<file path="src/rtl/pipe_irq_pkg.sv">
package pipe_irq_pkg;

    localparam int NCLS = 2;

    typedef enum logic [0:0] {
        CLS_READY  = 1'b0,
        CLS_REFUSE = 1'b1
    } evt_cls_e;

    localparam logic [6:0] ADR_EN_READY  = 7'h36;
    localparam logic [6:0] ADR_EN_REFUSE = 7'h38;
    localparam logic [6:0] ADR_SUMMARY   = 7'h40;
    localparam logic [6:0] ADR_ST_READY  = 7'h46;
    localparam logic [6:0] ADR_ST_REFUSE = 7'h48;

    typedef struct packed {
        logic en_we;
        logic st_we;
    } cls_ctl_t;

    function automatic logic [6:0] en_addr(input int c);
        return (c == int'(CLS_READY)) ? ADR_EN_READY : ADR_EN_REFUSE;
    endfunction

    function automatic logic [6:0] st_addr(input int c);
        return (c == int'(CLS_READY)) ? ADR_ST_READY : ADR_ST_REFUSE;
    endfunction

endpackage

</file>
<file path="src/rtl/pipe_irq_class.sv">
module pipe_irq_class #(
    parameter int NP = 10
) (
    input  logic                 clk,
    input  logic                 rst,
    input  pipe_irq_pkg::cls_ctl_t ctl,
    input  logic [NP-1:0]        wbits,
    input  logic [NP-1:0]        ev,
    output logic [NP-1:0]        en_q,
    output logic [NP-1:0]        st_q,
    output logic                 summary,
    output logic                 irq_req
);

    logic [NP-1:0] hit;
    logic [NP-1:0] kept;

    // Latch only events of enabled pipes; a new event beats a same-cycle clear.
    assign hit  = ev & en_q;
    assign kept = ctl.st_we ? (st_q & wbits) : st_q;

    always_ff @(posedge clk) begin
        if (rst) begin
            en_q <= '0;
            st_q <= '0;
        end else begin
            if (ctl.en_we) begin
                en_q <= wbits;
            end
            st_q <= kept | hit;
        end
    end

    assign summary = |st_q;
    assign irq_req = summary & (|en_q);

endmodule

</file>
<file path="src/rtl/pipe_irq_regmap.sv">
module pipe_irq_regmap #(
    parameter int NP     = 10,
    parameter int ADDR_W = 7,
    parameter int DATA_W = 16,
    parameter int NC     = pipe_irq_pkg::NCLS
) (
    input  logic                        wr_en,
    input  logic [ADDR_W-1:0]           addr,
    input  logic [NC-1:0][NP-1:0]       en_q,
    input  logic [NC-1:0][NP-1:0]       st_q,
    input  logic [NC-1:0]               summary,
    output pipe_irq_pkg::cls_ctl_t [NC-1:0] ctl,
    output logic [DATA_W-1:0]           rdata
);
    import pipe_irq_pkg::*;

    for (genvar c = 0; c < NC; c++) begin : g_dec
        assign ctl[c].en_we = wr_en && (addr == ADDR_W'(en_addr(c)));
        assign ctl[c].st_we = wr_en && (addr == ADDR_W'(st_addr(c)));
    end

    always_comb begin
        rdata = '0;
        for (int c = 0; c < NC; c++) begin
            if (addr == ADDR_W'(en_addr(c))) rdata[NP-1:0] = en_q[c];
            if (addr == ADDR_W'(st_addr(c))) rdata[NP-1:0] = st_q[c];
        end
        if (addr == ADDR_W'(ADR_SUMMARY)) rdata[NC-1:0] = summary;
    end

endmodule

</file>
<file path="src/rtl/pipe_irq_aggr.sv">
module pipe_irq_aggr #(
    parameter int NUM_PIPES = 10,
    parameter int ADDR_W    = 7,
    parameter int DATA_W    = 16
) (
    input  logic                 clk,
    input  logic                 rst,
    input  logic                 wr_en,
    input  logic [ADDR_W-1:0]    addr,
    input  logic [DATA_W-1:0]    wdata,
    output logic [DATA_W-1:0]    rdata,
    input  logic [NUM_PIPES-1:0] ev_ready,
    input  logic [NUM_PIPES-1:0] ev_refuse,
    output logic                 irq_n
);
    import pipe_irq_pkg::*;

    logic [NCLS-1:0][NUM_PIPES-1:0] ev_q;
    logic [NCLS-1:0][NUM_PIPES-1:0] en_q;
    logic [NCLS-1:0][NUM_PIPES-1:0] st_q;
    logic [NCLS-1:0]                summary;
    logic [NCLS-1:0]                irq_req;
    cls_ctl_t [NCLS-1:0]            ctl;

    assign ev_q[CLS_READY]  = ev_ready;
    assign ev_q[CLS_REFUSE] = ev_refuse;

    pipe_irq_regmap #(
        .NP(NUM_PIPES), .ADDR_W(ADDR_W), .DATA_W(DATA_W), .NC(NCLS)
    ) u_map (
        .wr_en(wr_en), .addr(addr), .en_q(en_q), .st_q(st_q),
        .summary(summary), .ctl(ctl), .rdata(rdata)
    );

    for (genvar c = 0; c < NCLS; c++) begin : g_cls
        pipe_irq_class #(.NP(NUM_PIPES)) u_cls (
            .clk(clk), .rst(rst), .ctl(ctl[c]),
            .wbits(wdata[NUM_PIPES-1:0]), .ev(ev_q[c]),
            .en_q(en_q[c]), .st_q(st_q[c]),
            .summary(summary[c]), .irq_req(irq_req[c])
        );
    end

    assign irq_n = ~(|irq_req);

endmodule

</file>
<file path="config.mk">
export PLATFORM = sky130hd
export DESIGN_NAME = pipe_irq_aggr
export DESIGN_NICKNAME = d
export VERILOG_FILES = /design/src/rtl/pipe_irq_pkg.sv /design/src/rtl/pipe_irq_class.sv /design/src/rtl/pipe_irq_regmap.sv /design/src/rtl/pipe_irq_aggr.sv
export SDC_FILE = /design/constraint.sdc
export NUM_CORES = 1
export LEC_CHECK = 0
export BUFFER_PORTS_ARGS = -buffer_cell sky130_fd_sc_hd__buf_2
export CORE_MARGIN = 3
export CORE_UTILIZATION = 50
export CTS_CLUSTER_SIZE = 16
export DETAILED_ROUTE_END_ITERATION = 8
export HOLD_SLACK_MARGIN = 0.12
export PLACE_DENSITY = 0.82
export SLEW_MARGIN = 20
export SYNTH_ARGS = -nofsm -noshare
export SYNTH_HDL_FRONTEND = slang
export SYNTH_SLANG_ARGS = --single-unit
</file>
<file path="constraint.sdc">
create_clock -name clk -period 1.8 [get_ports clk]
set_input_delay 0.36 -clock clk [delete_from_list [all_inputs] [get_ports clk]]
set_output_delay 0.36 -clock clk [all_outputs]
set_load 0.005 [all_outputs]
</file>
==> impl_metrics.yaml <==
die:
  io_pins: 63
  coreArea_um2: 3744
  initial_core_util_pct: 52.94
  die_area_um2: 4755
  fp.dieW_um: 68.96
  die_h_um: 68.96
  row_count: 22
min_path:
  hp-class: "input port to flip-flop"
  hold_start: "ev_refuse[6]"
logic_synthesis:
  synthTopCellsByArea: "dfxtp_1 40%, mux2i_1 10%, a21oi_1 7.1%"
  synth_compound_area_share_pct: 22.41
  synth_top_area_cell: "dfxtp_1"
  synth_top_area_share_pct: 40.40
  syn_area_per_cell_um2: 8.292
  ys.warnings.count: 0
  synth_top_family_by_area: "compound AO/OA/AOI/OAI gates"
  synth.area.mux_share_pct: 10.10
  syn_area_um2: 1982
  synthSimpleGateAreaFrac_pct: 20.90
  syn_inst: 239
  synth_xor_area_share_pct: 0
  seq_area_frac_synth_pct: 40.40
  ys_ff_latch: 40
  synthAdderAreaFrac_pct: 0
  netlist-cell-type-count: 26
finish:
  final_util_pct: 73.76
  finalNetCount: 356
  antenna_cells: 0
  syn_to_final_growth_pct: 39.33
  drive_above_1_share_pct: 37.62
  n_fill_cell: 280
  final_area_um2: 2761
  ff_latch_area_um2: 804.5
  multiInputGateArea_um2: 1247
detailed_routing:
  dr.pass1.iters: 4
  antenna_left: 0
  totalWireLength_mm: 6.309
  wl_per_cell_um: 17.57
  drt_iter0_drc: 216
  via_per_inst: 6.031
  vias: 2165
  route.detailed.drc: 0
timing:
  rsz0062_at_grt: "yes"
  period_needed_ns: 1.893
  fin_ws_ns: -0.09310
  hold_violations: 0
  fin_crit_sh_pct: 105.2
  slew_headroom_pct: 53.55
  fmax_mhz: 528.2
  skew_ns: 0.004222
  setup_tns_ns: -0.4065
  final-setup-viol-count: 9
  hold_slack_ns: 0.2989
  tightest_slew_ns: 0.6968
  final-max-slew-violation-count: 0
grt:
  antenna_found_initial: 0
  grt_util_met1_pct: 31.78
  use_met2_pct: 38.69
  busiest_layer: "met2"
  overflow: 0
  grt_pass1_vias: 1884
  grt_usage_pct: 24.74
  grt_max_degree: 41
  met3_usage_pct: 6.645
  grt_pass1_wl_mm: 8.618
setup_path:
  cp_slowest_cell: "dfxtp_1"
  end_kind: "output pin"
  r2r_slack_ns: 0.98
  critPathLaunchType: "flip-flop"
  path_cells: "nor4_2, nand3_1, a22oi_1, buf_2"
  cp_max_fo: 3
  r2r_start: "g_cls[0].u_cls.st_q[7]"
  critPathKind: "flip-flop to output pin"
  crit_required_ns: 1.44
  crit_path_start: "g_cls[0].u_cls.st_q[1]"
  max_stage_delay_ns: 0.34
  cp_data_arrival_time_ns: 1.53
place:
  gp_congestion: 0.9054
  place_area_um2: 2375
  hpwl_mm: 3.993
  io_buffers: 50
power:
  power_density_nw_per_um2: 600.8
  leakage_nw: 1.110
  total_power_w: 0.001659
  ir_drop_mv: 0.5706
clock_network:
  cts_buffer_depth: 2
  cts_tree: "built"
  cts_root_buf: "clkbuf_8"
  insertion_delay_ns: 0.29
  htree_levels: 2
  cts_buffers: 5
  clk_pin_slew_ns: 0.08
  cts.sinks: 40
status:
  status: "complete, but fails checks"
  violations: "setup timing"
flow_run:
  cap_violations: 0
## state kept, by name (all words and copies together), names as in the netlist
signal	flops
g_cls.u_cls.en_q	20
g_cls.u_cls.st_q	20
## cell families (layout without fill, tap and decap cells)
family                 count (synthesis)  after routing
AND/OR/NAND/NOR                       87             87
AO/OA/AOI/OAI                         73             73
buffers and inverters                 18             85
other                                  1              6
multiplexers                          20             20
flip-flops                            40             40
## timing repair
action / in CTS / in global routing
setup buffers: 1 / 2
gates resized for setup: 15 / 39
pin swaps: 6 / 15
gates cloned: 1 / 2
endpoints found under the setup margin: 11 / 11
hold buffers: 0 / 0
## per-stage QoR
stage,setup slack [ns],std cells
after global routing,-0.3221,359
after floorplan,0.08309,244
after CTS,-0.09979,355
final,-0.09310,359
after detailed placement,-0.1570,345
after global placement,-0.1378,345
## worst paths after layout
| check | end | cells after the start |
|---|---|---|
| worst min-delay path | g_cls[1].u_cls.st_q[6] | 3 |
| worst max-delay path | irq_n | 4 |
| worst max register to register | g_cls[0].u_cls.st_q[7] | 2 |
| worst min register to register | g_cls[0].u_cls.st_q[2] | 2 |
## layer usage
layer	share of wire (%)	vias up	wire length (µm)
li1	-	994	-
met3	10	22	650
met1	38	1004	2427
met5	0	-	0
met2	48	145	3049
met4	2.9	0	182
## cell usage in the layout (no fill, tap or decap), types with 3 or more instances in the layout
cell type | Yosys | layout
o31ai_2 | 0 | 3
buf_6 | 2 | 9
buf_4 | 9 | 18
dfxtp_1 | 40 | 37
dfxtp_2 | 0 | 3
buf_2 | 2 | 45
nand2_1 | 30 | 28
o31ai_1 | 10 | 6
a22o_1 | 10 | 10
o21ai_0 | 9 | 9
mux2i_1 | 20 | 20
o21ai_1 | 11 | 11
a21oi_2 | 0 | 4
a21oi_1 | 28 | 23
nor2_1 | 34 | 30
nor2_2 | 0 | 3
nand3_1 | 5 | 4
conb_1 | 1 | 6
nor4_2 | 0 | 4
clkbuf_8 | 0 | 6
## final cells by class
cell class	instances	area share (%)
multi-input combinational	186	45.17
timing repair buffer	77	20.16
sequential	40	29.13
clock inverter	2	0.3625
tap	48	2.175
clock buffer	6	2.990
## synthesized netlist by cell type
master / count
dfxtp_1: 40
nor2_1: 34
nand2_1: 30
a21oi_1: 28
mux2i_1: 20
o21ai_1: 11
a22o_1: 10
o31ai_1: 10
buf_4: 9
o21ai_0: 9
nor4_1: 8
clkbuf_1: 5
nand3_1: 5
a22oi_1: 3
and3_1: 2
and3b_1: 2
buf_2: 2
buf_6: 2
nor4b_2: 2
a32o_1: 1
a32oi_1: 1
and4bb_1: 1
conb_1: 1
nand3_2: 1
nor3b_1: 1
or3b_1: 1
## worst max-delay path, delay by kind of cell (launching register included)
family                 cells  cell delay, ns
AO/OA/AOI/OAI              1            0.26
AND/OR/NAND/NOR            2            0.48
flip-flops                 1            0.34
buffers and inverters      1            0.16
## report_power, final
part	total [W]	internal (W)	switching (W)
sequential	0.000888	0.000886	0.00000210
clock	0.000604	0.000305	0.000299
combinational	0.000167	0.0000824	0.0000846
total	0.00166	0.00127	0.000386
No activity file was read; power rests on OpenSTA's default activity.
